### src/rtl/irq_dist_pkg.sv
package irq_dist_pkg;

    localparam int ADDR_W = 10;
    localparam int DATA_W = 32;

    localparam logic [ADDR_W-1:0] ADR_CTRL  = 10'h000;
    localparam logic [ADDR_W-1:0] ADR_TYPE  = 10'h001;
    localparam logic [ADDR_W-1:0] ADR_ENSET = 10'h040;
    localparam logic [ADDR_W-1:0] ADR_ENCLR = 10'h060;
    localparam logic [ADDR_W-1:0] ADR_PRIO  = 10'h100;
    localparam logic [ADDR_W-1:0] ADR_TGT   = 10'h200;
    localparam logic [ADDR_W-1:0] ADR_CFG   = 10'h300;
    localparam logic [ADDR_W-1:0] ADR_SWI   = 10'h3C0;
    localparam logic [ADDR_W-1:0] ADR_ACK   = 10'h3C1;
    localparam logic [ADDR_W-1:0] ADR_EOI   = 10'h3C2;
    localparam logic [ADDR_W-1:0] ADR_SGSRC = 10'h3D0;

    typedef enum logic [3:0] {
        SEL_NONE, SEL_CTRL, SEL_TYPE, SEL_ENSET, SEL_ENCLR, SEL_PRIO,
        SEL_TGT, SEL_CFG, SEL_SWI, SEL_ACK, SEL_EOI, SEL_SGSRC
    } reg_sel_e;

    typedef struct packed {
        reg_sel_e   sel;
        logic [7:0] idx;
    } reg_dec_t;

    typedef struct packed {
        logic       valid;
        logic [7:0] mask;
        logic [3:0] id;
    } swi_req_t;

    typedef struct packed {
        logic       valid;
        logic [9:0] id;
    } id_cmd_t;

    function automatic reg_dec_t decode_addr(input logic [ADDR_W-1:0] a);
        reg_dec_t d;
        d.sel = SEL_NONE;
        d.idx = '0;
        if (a == ADR_CTRL)                 d.sel = SEL_CTRL;
        else if (a == ADR_TYPE)            d.sel = SEL_TYPE;
        else if (a[9:5] == 5'b00010) begin d.sel = SEL_ENSET; d.idx = {3'b0, a[4:0]}; end
        else if (a[9:5] == 5'b00011) begin d.sel = SEL_ENCLR; d.idx = {3'b0, a[4:0]}; end
        else if (a[9:8] == 2'b01)    begin d.sel = SEL_PRIO;  d.idx = a[7:0]; end
        else if (a[9:8] == 2'b10)    begin d.sel = SEL_TGT;   d.idx = a[7:0]; end
        else if (a[9:6] == 4'b1100)  begin d.sel = SEL_CFG;   d.idx = {2'b0, a[5:0]}; end
        else if (a == ADR_SWI)             d.sel = SEL_SWI;
        else if (a == ADR_ACK)             d.sel = SEL_ACK;
        else if (a == ADR_EOI)             d.sel = SEL_EOI;
        else if (a[9:4] == 6'h3D)    begin d.sel = SEL_SGSRC; d.idx = {4'b0, a[3:0]}; end
        return d;
    endfunction

    // Count field of the type word: sources/32 - 1, capped to the 5-bit field.
    function automatic logic [4:0] type_field(input int ns);
        int n;
        n = (ns > 1020 ? 1020 : ns) / 32 - 1;
        if (n > 31) n = 31;
        if (n < 0)  n = 0;
        return 5'(n);
    endfunction

endpackage

### src/rtl/irq_dist_regs.sv
module irq_dist_regs
    import irq_dist_pkg::*;
#(
    parameter int NC = 4,
    parameter int NS = 64
) (
    input  logic                          clk,
    input  logic                          rst,
    input  logic                          wr_en,
    input  logic [$clog2(NC)-1:0]         wr_core,
    input  reg_dec_t                      dec,
    input  logic [DATA_W-1:0]             wdata,
    output logic                          gen_en,
    output logic [NC-1:0][31:0]           en_bank,
    output logic [NS-33:0]                en_sh,
    output logic [NS-1:0][1:0]            cfg,
    output logic [NS-1:0][7:0]            prio,
    output logic [NS-33:0][7:0]           tgt_sh
);
    localparam int NSW = NS / 32;

    logic [NS-1:16][1:0] cfg_q;

    always_ff @(posedge clk) begin
        if (rst) begin
            gen_en  <= 1'b0;
            en_bank <= '0;
            en_sh   <= '0;
            cfg_q   <= '0;
            prio    <= '0;
            tgt_sh  <= '0;
        end else if (wr_en) begin
            case (dec.sel)
                SEL_CTRL: gen_en <= wdata[0];
                SEL_ENSET: begin
                    if (dec.idx == 8'd0) en_bank[wr_core] <= en_bank[wr_core] | wdata;
                    for (int w = 1; w < NSW; w++)
                        if (int'(dec.idx) == w)
                            en_sh[(w-1)*32 +: 32] <= en_sh[(w-1)*32 +: 32] | wdata;
                end
                SEL_ENCLR: begin
                    if (dec.idx == 8'd0) en_bank[wr_core] <= en_bank[wr_core] & ~wdata;
                    for (int w = 1; w < NSW; w++)
                        if (int'(dec.idx) == w)
                            en_sh[(w-1)*32 +: 32] <= en_sh[(w-1)*32 +: 32] & ~wdata;
                end
                SEL_PRIO: begin
                    for (int i = 0; i < NS; i++)
                        if (int'(dec.idx) == i / 4) prio[i] <= wdata[(i%4)*8 +: 8];
                end
                SEL_TGT: begin
                    for (int i = 32; i < NS; i++)
                        if (int'(dec.idx) == i / 4) tgt_sh[i-32] <= wdata[(i%4)*8 +: 8];
                end
                SEL_CFG: begin
                    for (int i = 16; i < NS; i++)
                        if (int'(dec.idx) == i / 16) cfg_q[i] <= wdata[(i%16)*2 +: 2];
                end
                default: ;
            endcase
        end
    end

    // Software-raised IDs are fixed to edge behaviour; the rest come from storage.
    generate
        for (genvar g = 0; g < NS; g++) begin : g_cfg
            if (g < 16) begin : g_fixed
                assign cfg[g] = 2'b10;
            end else begin : g_store
                assign cfg[g] = cfg_q[g];
            end
        end
    endgenerate

endmodule

### src/rtl/irq_dist_state.sv
module irq_dist_state
    import irq_dist_pkg::*;
#(
    parameter int NC = 4,
    parameter int NS = 64
) (
    input  logic                               clk,
    input  logic                               rst,
    input  logic [NC-1:0][15:0]                ppi,
    input  logic [NS-33:0]                     spi,
    input  logic [NS-1:0][1:0]                 cfg,
    input  logic [$clog2(NC)-1:0]              wr_core,
    input  swi_req_t                           swi,
    input  id_cmd_t                            ack,
    input  id_cmd_t                            eoi,
    output logic [NC-1:0][31:0]                pend_bank,
    output logic [NC-1:0][31:0]                act_bank,
    output logic [NS-33:0]                     pend_sh,
    output logic [NS-33:0]                     act_sh,
    output logic [NC-1:0][15:0][$clog2(NC)-1:0] sgi_src
);
    localparam int NSH = NS - 32;
    localparam int SHW = $clog2(NSH);

    logic [NC-1:0][15:0] sgi_pend, ppi_prev, ppi_lat;
    logic [NSH-1:0]      spi_prev, spi_lat;
    logic [9:0]          ack_off, eoi_off;

    assign ack_off = ack.id - 10'd32;
    assign eoi_off = eoi.id - 10'd32;

    always_ff @(posedge clk) begin
        if (rst) begin
            sgi_pend <= '0;
            sgi_src  <= '0;
            ppi_prev <= '0;
            ppi_lat  <= '0;
            spi_prev <= '0;
            spi_lat  <= '0;
            act_bank <= '0;
            act_sh   <= '0;
        end else begin
            ppi_prev <= ppi;
            spi_prev <= spi;
            if (eoi.valid) begin
                if (eoi.id < 10'd32)               act_bank[wr_core][eoi.id[4:0]] <= 1'b0;
                else if (int'(eoi.id) < NS)        act_sh[eoi_off[SHW-1:0]]       <= 1'b0;
            end
            if (ack.valid) begin
                if (ack.id < 10'd16) begin
                    act_bank[wr_core][ack.id[4:0]] <= 1'b1;
                    sgi_pend[wr_core][ack.id[3:0]] <= 1'b0;
                end else if (ack.id < 10'd32) begin
                    act_bank[wr_core][ack.id[4:0]] <= 1'b1;
                    ppi_lat[wr_core][ack.id[3:0]]  <= 1'b0;
                end else if (int'(ack.id) < NS) begin
                    act_sh[ack_off[SHW-1:0]]  <= 1'b1;
                    spi_lat[ack_off[SHW-1:0]] <= 1'b0;
                end
            end
            // New events win over a same-cycle acknowledge.
            for (int c = 0; c < NC; c++)
                for (int j = 0; j < 16; j++)
                    if (cfg[16+j][1] && ppi[c][j] && !ppi_prev[c][j]) ppi_lat[c][j] <= 1'b1;
            for (int i = 0; i < NSH; i++)
                if (cfg[32+i][1] && spi[i] && !spi_prev[i]) spi_lat[i] <= 1'b1;
            if (swi.valid) begin
                for (int c = 0; c < NC; c++)
                    if (swi.mask[c]) begin
                        sgi_pend[c][swi.id] <= 1'b1;
                        sgi_src[c][swi.id]  <= wr_core;
                    end
            end
        end
    end

    always_comb begin
        for (int c = 0; c < NC; c++) begin
            pend_bank[c][15:0] = sgi_pend[c];
            for (int j = 0; j < 16; j++)
                pend_bank[c][16+j] = cfg[16+j][1] ? ppi_lat[c][j]
                                                  : (ppi[c][j] & ~act_bank[c][16+j]);
        end
        for (int i = 0; i < NSH; i++)
            pend_sh[i] = cfg[32+i][1] ? spi_lat[i] : (spi[i] & ~act_sh[i]);
    end

endmodule

### src/rtl/irq_dist_fwd.sv
module irq_dist_fwd #(
    parameter int NC = 4,
    parameter int NS = 64
) (
    input  logic                  gen_en,
    input  logic [NC-1:0][31:0]   en_bank,
    input  logic [NC-1:0][31:0]   pend_bank,
    input  logic [NC-1:0][31:0]   act_bank,
    input  logic [NS-33:0]        en_sh,
    input  logic [NS-33:0]        pend_sh,
    input  logic [NS-33:0]        act_sh,
    input  logic [NS-33:0][7:0]   tgt_sh,
    output logic [NC-1:0][NS-1:0] fwd,
    output logic [NC-1:0]         req
);
    generate
        for (genvar c = 0; c < NC; c++) begin : g_core
            for (genvar s = 0; s < NS; s++) begin : g_src
                if (s < 32) begin : g_local
                    assign fwd[c][s] = gen_en & en_bank[c][s] & pend_bank[c][s] & ~act_bank[c][s];
                end else begin : g_shared
                    assign fwd[c][s] = gen_en & en_sh[s-32] & tgt_sh[s-32][c]
                                     & pend_sh[s-32] & ~act_sh[s-32];
                end
            end
            assign req[c] = |fwd[c];
        end
    endgenerate

endmodule

### src/rtl/irq_dist_top.sv
module irq_dist_top
    import irq_dist_pkg::*;
#(
    parameter int NUM_CORES = 4,
    parameter int NUM_SRC   = 64
) (
    input  logic                           clk,
    input  logic                           rst,
    input  logic                           reg_valid,
    input  logic                           reg_write,
    input  logic [$clog2(NUM_CORES)-1:0]   reg_core,
    input  logic [9:0]                     reg_addr,
    input  logic [31:0]                    reg_wdata,
    output logic [31:0]                    reg_rdata,
    input  logic [NUM_CORES*16-1:0]        ppi_in,
    input  logic [NUM_SRC-33:0]            spi_in,
    output logic [NUM_CORES*NUM_SRC-1:0]   core_pend,
    output logic [NUM_CORES-1:0]           core_irq
);
    localparam int NC  = NUM_CORES;
    localparam int NS  = NUM_SRC;
    localparam int NSW = NS / 32;
    localparam int CW  = $clog2(NC);

    reg_dec_t                         dec;
    logic                             wr_en;
    swi_req_t                         swi;
    id_cmd_t                          ack, eoi;
    logic                             gen_en;
    logic [NC-1:0][31:0]              en_bank, pend_bank, act_bank;
    logic [NS-33:0]                   en_sh, pend_sh, act_sh;
    logic [NS-1:0][1:0]               cfg;
    logic [NS-1:0][7:0]               prio;
    logic [NS-33:0][7:0]              tgt_sh;
    logic [NC-1:0][15:0]              ppi_2d;
    logic [NC-1:0][15:0][CW-1:0]      sgi_src;
    logic [NC-1:0][NS-1:0]            fwd;
    logic [7:0]                       own_mask;

    assign dec    = decode_addr(reg_addr);
    assign wr_en  = reg_valid & reg_write;
    assign ppi_2d = ppi_in;

    assign swi.valid = wr_en && (dec.sel == SEL_SWI);
    assign swi.mask  = reg_wdata[23:16];
    assign swi.id    = reg_wdata[3:0];
    assign ack.valid = wr_en && (dec.sel == SEL_ACK);
    assign ack.id    = reg_wdata[9:0];
    assign eoi.valid = wr_en && (dec.sel == SEL_EOI);
    assign eoi.id    = reg_wdata[9:0];

    irq_dist_regs #(.NC(NC), .NS(NS)) u_regs (
        .clk(clk), .rst(rst), .wr_en(wr_en), .wr_core(reg_core), .dec(dec),
        .wdata(reg_wdata), .gen_en(gen_en), .en_bank(en_bank), .en_sh(en_sh),
        .cfg(cfg), .prio(prio), .tgt_sh(tgt_sh)
    );

    irq_dist_state #(.NC(NC), .NS(NS)) u_state (
        .clk(clk), .rst(rst), .ppi(ppi_2d), .spi(spi_in), .cfg(cfg),
        .wr_core(reg_core), .swi(swi), .ack(ack), .eoi(eoi),
        .pend_bank(pend_bank), .act_bank(act_bank), .pend_sh(pend_sh),
        .act_sh(act_sh), .sgi_src(sgi_src)
    );

    irq_dist_fwd #(.NC(NC), .NS(NS)) u_fwd (
        .gen_en(gen_en), .en_bank(en_bank), .pend_bank(pend_bank),
        .act_bank(act_bank), .en_sh(en_sh), .pend_sh(pend_sh), .act_sh(act_sh),
        .tgt_sh(tgt_sh), .fwd(fwd), .req(core_irq)
    );

    assign core_pend = fwd;
    assign own_mask  = 8'(1 << reg_core);

    always_comb begin
        reg_rdata = '0;
        case (dec.sel)
            SEL_CTRL: reg_rdata[0]   = gen_en;
            SEL_TYPE: reg_rdata[4:0] = type_field(NS);
            SEL_ENSET, SEL_ENCLR: begin
                if (dec.idx == 8'd0) reg_rdata = en_bank[reg_core];
                for (int w = 1; w < NSW; w++)
                    if (int'(dec.idx) == w) reg_rdata = en_sh[(w-1)*32 +: 32];
            end
            SEL_PRIO: begin
                for (int i = 0; i < NS; i++)
                    if (int'(dec.idx) == i / 4) reg_rdata[(i%4)*8 +: 8] = prio[i];
            end
            SEL_TGT: begin
                for (int i = 0; i < 32; i++)
                    if (int'(dec.idx) == i / 4) reg_rdata[(i%4)*8 +: 8] = own_mask;
                for (int i = 32; i < NS; i++)
                    if (int'(dec.idx) == i / 4) reg_rdata[(i%4)*8 +: 8] = tgt_sh[i-32];
            end
            SEL_CFG: begin
                for (int i = 0; i < NS; i++)
                    if (int'(dec.idx) == i / 16) reg_rdata[(i%16)*2 +: 2] = cfg[i];
            end
            SEL_SGSRC: reg_rdata[CW-1:0] = sgi_src[reg_core][dec.idx[3:0]];
            default: ;
        endcase
    end

endmodule

### config.mk
export PLATFORM = sky130hd
export DESIGN_NAME = irq_dist_top
export DESIGN_NICKNAME = d
export VERILOG_FILES = /design/src/rtl/irq_dist_pkg.sv /design/src/rtl/irq_dist_regs.sv /design/src/rtl/irq_dist_state.sv /design/src/rtl/irq_dist_fwd.sv /design/src/rtl/irq_dist_top.sv
export SDC_FILE = /design/constraint.sdc
export NUM_CORES = 2
export LEC_CHECK = 0
export BUFFER_PORTS_ARGS = -buffer_cell sky130_fd_sc_hd__buf_2
export CAP_MARGIN = 20
export CORE_ASPECT_RATIO = 1.75
export CORE_MARGIN = 1.5
export CORE_UTILIZATION = 35
export DETAILED_ROUTE_END_ITERATION = 8
export PLACE_DENSITY = 0.54
export SLEW_MARGIN = 20
export SYNTH_ARGS = -nofsm -noshare
export SYNTH_HDL_FRONTEND = slang
export SYNTH_SLANG_ARGS = --single-unit
### constraint.sdc
create_clock -name clk -period 2.59 [get_ports clk]
set_clock_uncertainty 0.05 [all_clocks]
set_input_delay 0.1295 -clock clk [delete_from_list [all_inputs] [get_ports clk]]
set_output_delay 0.1295 -clock clk [all_outputs]
set_load 0.01 [all_outputs]
* Yosys cells after proc, flatten, opt, wreduce, memory -nomap -nowiden
Cells that the tools add are included.
** Word-level totals
- Logic and storage cells :: 2636
- Register bits after elaboration :: 1569
- Bits of input ports :: 144
- Output and inout bits :: 292
** Operators by class
- Mux-type cells :: 428
- Bitwise gates (word level) :: 1076
- Add/sub/neg operators :: 1
- Equality and inequality tests :: 168
- Magnitude comparators :: 12
- Reduce and logical (&&, ||, !) cells :: 626
- Shift-type cells :: 1
** Operators with widths (count)
- 128-bit two-way mux :: 8
- 1-bit AND :: 897
- 8-bit two-way mux :: 109
- 32-bit two-way mux :: 20
- 64-bit two-way mux :: 7
- 2-bit nonzero test :: 193
- 3-bit AND reduction :: 91
- 2-bit inequality test, second input constant :: 132
- 128-bit bitwise mux :: 2
- 128-bit case mux with 2 select lines :: 1
- 64-bit OR reduction :: 4
- 1-bit logical AND :: 199
- 1-bit two-way mux :: 195
- 1-bit NOT :: 160
- 4-bit AND reduction :: 34
- 128-bit AND :: 1
- 32-bit AND :: 4
- 64-bit AND :: 2
- 32-bit binary-select mux with 2-bit select :: 2
- 32-bit bitwise mux :: 4
- 32-bit demux with 2-bit select :: 2
- 128-bit NOT :: 1
- 128-bit bitwise OR :: 1
- 27-bit case mux with 4 select lines :: 1
- 47 further kinds :: 242

* Longest topological paths before layout
- Depth in word-level cells :: 30
- Mapped depth :: 13
- Depth with buffers taken out :: 8

* Hierarchy
A second synthesis with hierarchy kept.
** Second synthesis, totals
- Cell total of the unflattened synthesis :: 9312
- Area total of the unflattened synthesis :: 76886.2 um^2
** Modules (own cells, without submodules)
- irq_dist_regs :: sequential area each 20519.7 um^2, area each 39985.8 um^2, cells an instance 4752, times used 1
- irq_dist_state :: sequential area each 10890.4 um^2, area each 23017.1 um^2, cells an instance 2616, times used 1
- irq_dist_top :: sequential area each 0.0 um^2, area each 10283.6 um^2, cells an instance 1475, times used 1
- irq_dist_fwd :: sequential area each 0.0 um^2, area each 3599.7 um^2, cells an instance 469, times used 1

* Worst setup path before layout
No wires, ideal clock.
- Kind :: register to output
- Start point :: register u_regs.cfg_q (netlist bit u_regs.cfg[67])
- End point :: output core_irq[1]
- Path buffers :: 0
- Slack :: -293 ps
- Stages on the path, launching flop included :: 8
- Arrival :: 2703 ps
- Required time :: 2411 ps
- Cells stage by stage :: dfxtp_1 -> mux2i_1 -> nor3_1 -> and2_1 -> or4_1 -> or4_1 -> or4_1 -> or4_1
** Between the ends
- Cells in the longest elaborated chain, start to end :: 4
** Ends and longest elaborated chain
- start, declared :: RTL line irq_dist_regs.sv:22 : logic [NS-1:16][1:0] cfg_q;
- 1-bit two-way mux :: RTL line irq_dist_state.sv:85 : pend_sh[i] = cfg[32+i][1] ? spi_lat[i] : (spi[i] & ~act_sh[i]);
- 1-bit AND (2 in a row) :: RTL line irq_dist_fwd.sv:23 : & pend_sh[s-32] & ~act_sh[s-32];
- named net core_pend[97] :: RTL line irq_dist_top.sv:17 : output logic [NUM_CORES*NUM_SRC-1:0] core_pend,
- 64-bit OR reduction :: RTL line irq_dist_fwd.sv:26 : assign req[c] = |fwd[c];
- end, declared :: RTL line irq_dist_top.sv:18 : output logic [NUM_CORES-1:0] core_irq
The timed path passes the listed nets, and every way through them passes these cells.

* Final worst setup path
- Start point :: register u_regs.gen_en
- End point :: output core_irq[1]
** Between the ends
- Cells in the longest elaborated chain, start to end :: 5
- Elaborated cells between the ends (all ways) :: 225
- Classes of those cells :: 224 x bitwise; 1 x reduce/logical
** Ends and longest elaborated chain
- start, declared :: RTL line irq_dist_regs.sv:13 : output logic gen_en,
- start signal, assigned :: RTL line irq_dist_regs.sv:34 : SEL_CTRL: gen_en <= wdata[0];
- 1-bit AND (2 in a row) :: RTL line irq_dist_fwd.sv:22 : assign fwd[c][s] = gen_en & en_sh[s-32] & tgt_sh[s-32][c]
- 1-bit AND (2 in a row) :: RTL line irq_dist_fwd.sv:23
- 64-bit OR reduction * :: RTL line irq_dist_fwd.sv:26
Mark *: on every way between the ends. The rest lies on a longest branch, timed or not.

==> flow_metrics.tcl <==
set metrics [dict create \
    num_rows 215 \
    firstDrtPassIters 7 \
    synth_seq_cells 1569 \
    cts_sinks 1569 \
    grt_overflow 0 \
    critical_path_required_ps 2410 \
    die_h_um 589 \
    synth_edf_count 0 \
    fp.coreArea_um2 196000 \
    powerDensity_nw_per_um2 535 \
    p_total_w 0.0526 \
    hold_depth 3 \
    clk_latency_ps 850 \
    yosys-mux-area-fraction_pct 8.00 \
    synth-xor-area-share_pct 0 \
    viasPerCell 5.89 \
    synthCells 8655 \
    timing.rr.end "u_regs.en_bank[65]$_SDFFE_PP0P_" \
    max-cap-violations 0 \
    final_util_pct 50.3 \
    relSlewSlack_pct 27.4 \
    hold_class "in -> reg" \
    crit_type "reg -> out" \
    path_clk_slew_ps 70 \
    drt_wl_total_um 409000 \
    numPortBuffers 435 \
    grt_pass1_wl_um 561000 \
    numCtsBuffers 160 \
    synth_cell_types 95 \
    drt_iter0_markers 9894 \
    io_pins 436 \
    grt_max_degree 134 \
    drt-met1-wl_um 140000 \
    worstMarginPinSlew_ps 1080 \
    hold_viol 0 \
    cts_max_level 4 \
    synth_area_per_cell_um2 7.95 \
    routedWlPerCell_um 31.3 \
    fillers 18500 \
    fin_ws_ps -1770 \
    slew_violations 0 \
    violations "setup timing" \
    synth-main-ff-cell "dfxtp_1" \
    critPathCaptureType "output port" \
    synth_top_family_by_area "simple AND/OR/NAND/NOR gates" \
    r2r_start "u_regs.en_bank[33]$_SDFFE_PP0P_" \
    reg2reg_depth 7 \
    finalSetupViolations 229 \
    min_to "u_state.ppi_prev[59]$_SDFF_PP0_" \
    die_area_um2 199000 \
    vdd_ir_drop_max_mv 0.425 \
    drive_above_1_share_pct 28.9 \
    cp_slowest_cell "or4_4" \
    met3_length_um 44300 \
    syn-num-nets 8799 \
    top_layer "met5" \
    startpoint_type "register" \
    gp_congestion 1.07 \
    cts-root-buf "clkbuf_16" \
    max_freq_mhz 229 \
    async_flop_share_pct 0 \
    cp.arrival_ps 4180 \
    antenna_found_initial 62 \
    crit_path_max_incr_delay_ps 540 \
    yosys_warnings 0 \
    die_x_um 338 \
    crit_fanout 6 \
    min_period_over_period_pct 168 \
    yosys.area_share.simple_pct 22.9 \
    worstHoldStart "ppi_in[59]" \
    area_delta_synth_final_pct 43.0 \
    leakagePower_nw 38.0 \
    layout_min_cycle_time_ps 4360 \
    crit_chain "buf_12, buf_12, buf_12, nand2_1, nor3_1, buf_4, and2_1, or4_4, or4_4, or4_4, or4_4, buf_6" \
    synthAdderAreaFrac_pct 0 \
    grt_setup_unrepaired "true" \
    wl_met2_um 179000 \
    num_vias 77000 \
    start_util_pct 35.2 \
    crit_top_cell "or4_4" \
    status "finished with violations" \
    reg2reg_slack_ps 750 \
    grt_pass1_vias 73000 \
    post-dp-hpwl_um 296000 \
    grt_usage_pct 39.3 \
    clock_path_buffers 4 \
    synth-compound-area-share_pct 18.7 \
    mappedNetlistArea_um2 68800 \
    synth.yosys.seq_area_share_pct 45.7 \
    final_nets 10500 \
    cts_tree "yes" \
    drc 0 \
    ant_nets 0 \
]
cell usage in the layout (no fill, tap or decap), drive strengths merged, types with 48 or more instances in the layout:
master / count
nor2b: 105
a221oi: 55
nand3: 49
nand2: 2253
mux2i: 375
mux4: 67
o21ai: 328
nand3b: 48
clkbuf: 233
dlygate4sd3: 150
nor2: 699
and4b: 65
dfxtp: 1569
and2: 141
a22oi: 224
nor3: 130
buf: 2084
a21oi: 1244
registers in the layout, summed over array words and instances (netlist names), named ones only:
signal and cells:
u_regs.gen_en 1, u_regs.prio 512, u_regs.en_bank 128, u_state.pend_bank 64
u_state.spi_lat 32, u_state.ppi_prev 64, u_state.sgi_src 128, u_regs.cfg 96
u_regs.tgt_sh 256, u_state.act_sh 32, u_state.ppi_lat 64, u_state.spi_prev 32
u_state.act_bank 128
timing repair:
item / CTS / global route
setup endpoints to repair: 233 / 229
setup buffers: 138 / 108
cloned: 8 / 3
gates resized for setup: 699 / 424
hold buffers: 153 / 0
hold endpoints to repair: 918 / 0
pin swaps: 179 / 161
logic make-up after synthesis:
| group | count (synthesis) |
|---|---|
| AND/OR/NAND/NOR | 3656 |
| multiplexers | 463 |
| buffers and inverters | 782 |
| AO/OA/AOI/OAI | 2185 |
| flip-flops | 1569 |
worst max path at each step:
| stage | slack (ps) | to | cells after the start | start |
|---|---|---|---|---|
| global placement | -1740 | reg_rdata[27] | 13 | reg_addr[8] |
| detailed placement | -1740 | reg_rdata[27] | 13 | reg_addr[8] |
| CTS | -1650 | core_irq[1] | 10 | u_regs.gen_en$_SDFFE_PP0P_ |
| floorplan | -90 | reg_rdata[14] | 12 | reg_addr[8] |
| finish | -1770 | core_irq[1] | 12 | u_regs.gen_en$_SDFFE_PP0P_ |
| global route | -1900 | core_irq[1] | 10 | u_regs.gen_en$_SDFFE_PP0P_ |
Yosys cell counts (55+ instances only):
| master | n | area share (%) |
|---|---|---|
| mux2i_1 | 375 | 5.5 |
| clkbuf_1 | 553 | 3.0 |
| o21ai_0 | 303 | 2.2 |
| nand2_1 | 2249 | 12 |
| nor2b_1 | 105 | 0.96 |
| nor2_1 | 688 | 3.8 |
| mux4_2 | 67 | 2.2 |
| dfxtp_1 | 1569 | 46 |
| and4b_1 | 65 | 0.95 |
| and2_1 | 140 | 1.3 |
| a221oi_1 | 55 | 0.70 |
| buf_2 | 155 | 1.1 |
| nor3_1 | 126 | 0.92 |
| a22oi_1 | 224 | 2.4 |
| a21oi_1 | 1239 | 9.0 |
layer usage:
layer  track usage, %  up-vias
met5                0        -
met4             35.3       36
met3             11.1     1583
met2             61.4     5144
met1             43.7    37100
li1                 -    33200
report_power, final:
| part | switching, W | leakage (nW) | internal, W |
|---|---|---|---|
| Clock | 0.0105 | 2.62 | 0.0140 |
| Sequential | 0.0000240 | 12.7 | 0.0242 |
| Combinational | 0.00260 | 22.7 | 0.00121 |
| Total | 0.0132 | 38.0 | 0.0394 |
cell type report:
class | instances | area (um^2) | share of cell area, %
clock buffer | 229 | 4680 | 4.76
inverter | 29 | 109 | 0.111
sequential | 1569 | 31400 | 32.0
antenna | 43 | 108 | 0.109
tap | 2604 | 3260 | 3.31
timing repair buffer | 2241 | 20400 | 20.8
multi-input combinational | 6305 | 37700 | 38.3
clock inverter | 45 | 626 | 0.636
metrics by stage:
step | cells | area (um^2) | hold slack (ps) | setup slack, ps | setup TNS [ps]
5_1_grt | 13000 | 98300 | 35.6 | -1900 | -103070
4_1_cts | 13000 | 96000 | 1.42 | -1650 | -82490
3_5_place_dp | 12400 | 85100 | 331 | -1740 | -613690
3_3_place_gp | 12400 | 85100 | 323 | -1740 | -598520
6_report | 13100 | 98300 | 18.2 | -1770 | -99710
2_1_floorplan | 8655 | 69100 | 208 | -85.6 | -588
critical path: cells and delay by family, from the launching register on:
kind,cells,cell delay (ps)
buffers and inverters,5,730
flip-flops,1,420
AND/OR/NAND/NOR,7,2190
(Power assumes the default switching activity.)
